$ cat src/rtl/nvram_indirect_ctrl.sv
module nvram_indirect_ctrl #(
  parameter logic [7:0] CMD_LO = 8'h80,
  parameter logic [7:0] CMD_HI = 8'hA0,
  parameter logic [7:0] CMD_RD = 8'hE0
) (
  input  logic        clk,
  input  logic        rst,
  input  logic        wr_en,
  input  logic [3:0]  wr_be,
  input  logic [31:0] wr_data,
  output logic [31:0] rd_data,
  output logic        mem_req,
  output logic [15:0] mem_addr,
  input  logic        mem_ack,
  input  logic [7:0]  mem_rdata
);
  localparam int CTL_LSB = 24;
  localparam int DAT_LSB = 16;

  typedef enum logic [1:0] {PH_NONE, PH_LOW, PH_HIGH} phase_t;

  phase_t     phase;
  logic       busy;
  logic [7:0] hold, addr_lo, addr_hi, fetched;

  wire [7:0] cmd    = wr_data[CTL_LSB +: 8];
  wire [7:0] din    = wr_data[DAT_LSB +: 8];
  wire       cmd_wr = wr_en & wr_be[CTL_LSB/8] & ~busy;
  wire       dat_wr = wr_en & wr_be[DAT_LSB/8] & ~busy & (phase != PH_NONE);
  wire       cmd_ok = cmd_wr & ((cmd == CMD_LO) | (cmd == CMD_HI) | (cmd == CMD_RD));
  wire [7:0] hold_nx = dat_wr ? din : hold;

  always_ff @(posedge clk) begin
    if (rst) begin
      phase   <= PH_NONE;
      busy    <= 1'b0;
      hold    <= '0;
      addr_lo <= '0;
      addr_hi <= '0;
      fetched <= '0;
    end else begin
      hold <= hold_nx;
      if (cmd_ok) begin
        if (phase == PH_LOW)  addr_lo <= hold_nx;
        if (phase == PH_HIGH) addr_hi <= hold_nx;
        if (cmd == CMD_LO)      phase <= PH_LOW;
        else if (cmd == CMD_HI) phase <= PH_HIGH;
        else begin
          phase <= PH_NONE;
          busy  <= 1'b1;
        end
      end
      if (busy && mem_ack) begin
        busy    <= 1'b0;
        fetched <= mem_rdata;
      end
    end
  end

  assign mem_req  = busy;
  assign mem_addr = {addr_hi, addr_lo};
  assign rd_data  = {busy, 7'b0, fetched, 16'b0};
endmodule


$ cat config.mk
export PLATFORM = sky130hd
export DESIGN_NAME = nvram_indirect_ctrl
export DESIGN_NICKNAME = d
export VERILOG_FILES = /design/src/rtl/nvram_indirect_ctrl.sv
export SDC_FILE = /design/constraint.sdc
export NUM_CORES = 1
export LEC_CHECK = 0
export ABC_AREA = 1
export BUFFER_PORTS_ARGS = -buffer_cell sky130_fd_sc_hd__buf_4
export CORE_MARGIN = 8
export CORE_UTILIZATION = 45
export DETAILED_ROUTE_END_ITERATION = 8
export PLACE_DENSITY = 0.82
export SETUP_SLACK_MARGIN = 0.1
export SLEW_MARGIN = 15
export SYNTH_ARGS = -nofsm -noshare
export SYNTH_HDL_FRONTEND = slang
export SYNTH_SLANG_ARGS = --single-unit
export TNS_END_PERCENT = 100
$ cat constraint.sdc
create_clock -name clk -period 1.6 [get_ports clk]
set_input_delay 0.32 -clock clk [delete_from_list [all_inputs] [get_ports clk]]
set_output_delay 0.32 -clock clk [all_outputs]
set_load 0.05 [all_outputs]
==> results by group <==
Global route
  – Total grt overflow: 0
  – Vias in the first global route: 1614
  – Largest net degree at the start of global routing: 26
  – First-pass GRT wire length: 6886 um
  – Gr usage total: 0.1323
  – Initial antenna violation count: 0

Setup path
  – Critical Path Max Stage Delay: 0.36 ns
  – CP Class: register to register
  – Crit. End Element: register
  – CP Cell Sequence: nor2_2, buf_4, nand3b_1, nand2_1, nand4_1, nand2_1, nor2_1
  – CP arrival: 1.51 ns
  – Crit-path slowest cell: dfxtp_1
  – CP Launch Type: register
  – Most frequent CP cell: nand2_1
  – WP data required: 1.78 ns
  – Critical Path Fanout Max: 7

Placement
  – Placed Cells: 376
  – IO buf count: 55
  – Post-DP HPWL: 3344 um
  – GP Congestion: 0.8273

Yosys
  – Synth area leader: dfxtp_1
  – Fraction of the mapped netlist area in simple logic gates: 0.3618
  – Post-synthesis register bit count: 35
  – Synth Area per Inst: 6.766 um2
  – Compound-gate portion of the synthesized area: 0.03430
  – Synth area leaders: dfxtp_1, nand2_1, inv_1
  – Mapped Cells: 275
  – Largest family of logic cells by synthesized area: simple AND/OR/NAND/NOR gates
  – Synth cell types: 21
  – Warning count from the yosys run: 0
  – Synthesized cell area: 1861 um2
  – Synth Area in XOR/XNOR: 0
  – Mux contribution to synthesized area: 0
  – Synth top area share: 0.3766
  – Synth Area in Adders: 0
  – Sequential fraction of the synthesis area: 0.3766

STA
  – Min Tclk post-route: 1.326 ns
  – Final Hold Fails: 0
  – RSZ-0062 raised after global routing: false
  – Total negative setup slack: 0 ns
  – Setup violations, final: 0
  – Final period utilization: 0.8287
  – F_max: 0.7542 GHz
  – Clk_skew: 0.004498 ns
  – Final Max Tran Viols: 0

Detailed routing
  – Routed length per instance: 11.05 um
  – DRT antenna net count: 0
  – Via count: 1684
  – Drt via density: 4.385
  – Drt first-iter violations: 112
  – DRC viols: 0
  – Pre-Repair DR Iteration Count: 5
  – DRT Wirelength: 4243 um

Pwr
  – Maximum vdd drop: 0.4404 mV
  – Leak: 1.178 nW
  – Overall power: 0.001807 W
  – P per Cell Area: 769.8 nW/um2

Layout
  – Proportion of layout cells with a drive suffix above 1: 0.2545
  – Leading cell types in the layout, fill and taps excluded: nand2_1, buf_4, inv_1
  – Post-route insts no fill: 384
  – Area Growth Syn to Fin: 26.16%
  – Commonest non-fill, non-tap cell in the layout: nand2_1
  – Fillers: 387
  – Antenna cells: 0
  – Nets@finish: 381

Clocking
  – CTS buffer count: 5
  – Post-CTS setup buffer count: 0
  – Max Root-Sink Buffers: 2
  – H-tree depth: 2
  – Clk_lat worst skew: 0.28 ns
  – Clk sink count: 35
  – TritonCTS clock tree: done
  – Hold_buf cts: 0
  – CTS Root Cell: clkbuf_8
  – Clock-pin slew on the worst setup and hold paths: 0.06 ns

Outcome
  – Status: finished clean

Job
  – MaxCap Viol Count: 0

Floorplan
  – Die W: 80.30 um
  – Die ar.: 6448 um2
  – Die Y-Extent: 80.30 um
  – Starting density of the core: 0.4651
  – Core footprint: 4000 um2
  – I/O pins: 97
  – Core Rows: 23

Worst hold path
  – Worst Hold Class: input port to register
routing by layer:
layer	global-route usage	wire [um]	vias up
met2	0.2377	2140	57
met5	0	0	-
met1	0.1348	1668	724
met3	0.04129	359	5
met4	0.06545	74	0
li1	-	-	898
logic make-up after synthesis:
kind of cell / Yosys count
other: 1
DFF: 35
buffers and inverters: 83
AOI/OAI and AO/OA: 12
and+or+nand+nor: 144
area by class of cell:
cell class	count	area [um2]	share of cell area
Timing Repair Buffer	60	462.9	0.1972
Sequential cell	35	700.7	0.2985
Clock buffer	8	100.1	0.04264
Tap cell	50	62.56	0.02665
Inverter	52	195.2	0.08316
Multi-Input combinational cell	179	825.8	0.3518
report_power, final:
part	internal [W]	switching, W	leakage [nW]
sequential	0.000872	0.000000478	0.282
clock	0.000392	0.000291	0.0515
combinational	0.0000713	0.000180	0.845
cells in the mapped netlist:
cell type  number
nand3b_1        8
nand2_2         2
clkbuf_1        3
nor2_2          6
nand4_1        16
inv_1          49
buf_6           2
buf_2           2
nand3_1         2
nand3_2         3
nor2_4          1
buf_4          24
a21oi_2         1
conb_1          1
inv_2           3
nand2_1        64
o21ai_0         9
dfxtp_1        35
a21oi_1         2
nor2_1         41
nand3_4         1
path summary, 6_finish.rpt:
path              start         end  slack, ns  depth (start not counted)
min                 rst    phase[0]       0.29                          2
max             mem_req  addr_hi[5]       0.27                          7
min reg2reg  fetched[5]  fetched[5]       0.49                          2
max reg2reg     mem_req  addr_hi[5]       0.27                          7
flip-flops by register name (all words and copies together), names as in the netlist:
signal,cells
addr_lo,8
addr_hi,8
phase,2
mem_req,1
fetched,8
hold,8
metrics by stage:
stage / setup WS (ns) / hold WS [ns] / cell area [um2] / utilization
after floorplan: 0.1240 / 0.4638 / 1943 / -
after global placement: 0.1592 / 0.4651 / 2245 / 0.5612
after detailed placement: 0.1170 / 0.4768 / 2245 / 0.5612
after CTS: 0.1580 / 0.2772 / 2345 / 0.5862
after global routing: 0.1180 / 0.2903 / 2347 / 0.5868
final: 0.2741 / 0.2858 / 2347 / 0.5868
critical path, delay by kind of cell, from the launching register on:
family / cells / cell delay, ns
flops: 1 / 0.36
simple gates: 6 / 0.68
buf+inv: 1 / 0.18
repair_timing:
| action | CTS | global route |
|---|---|---|
| hold endpoints to repair | 0 | 0 |
| resized for setup | 0 | 1 |
| setup endpoints to repair | 0 | 16 |
(Power assumes the default switching activity.)
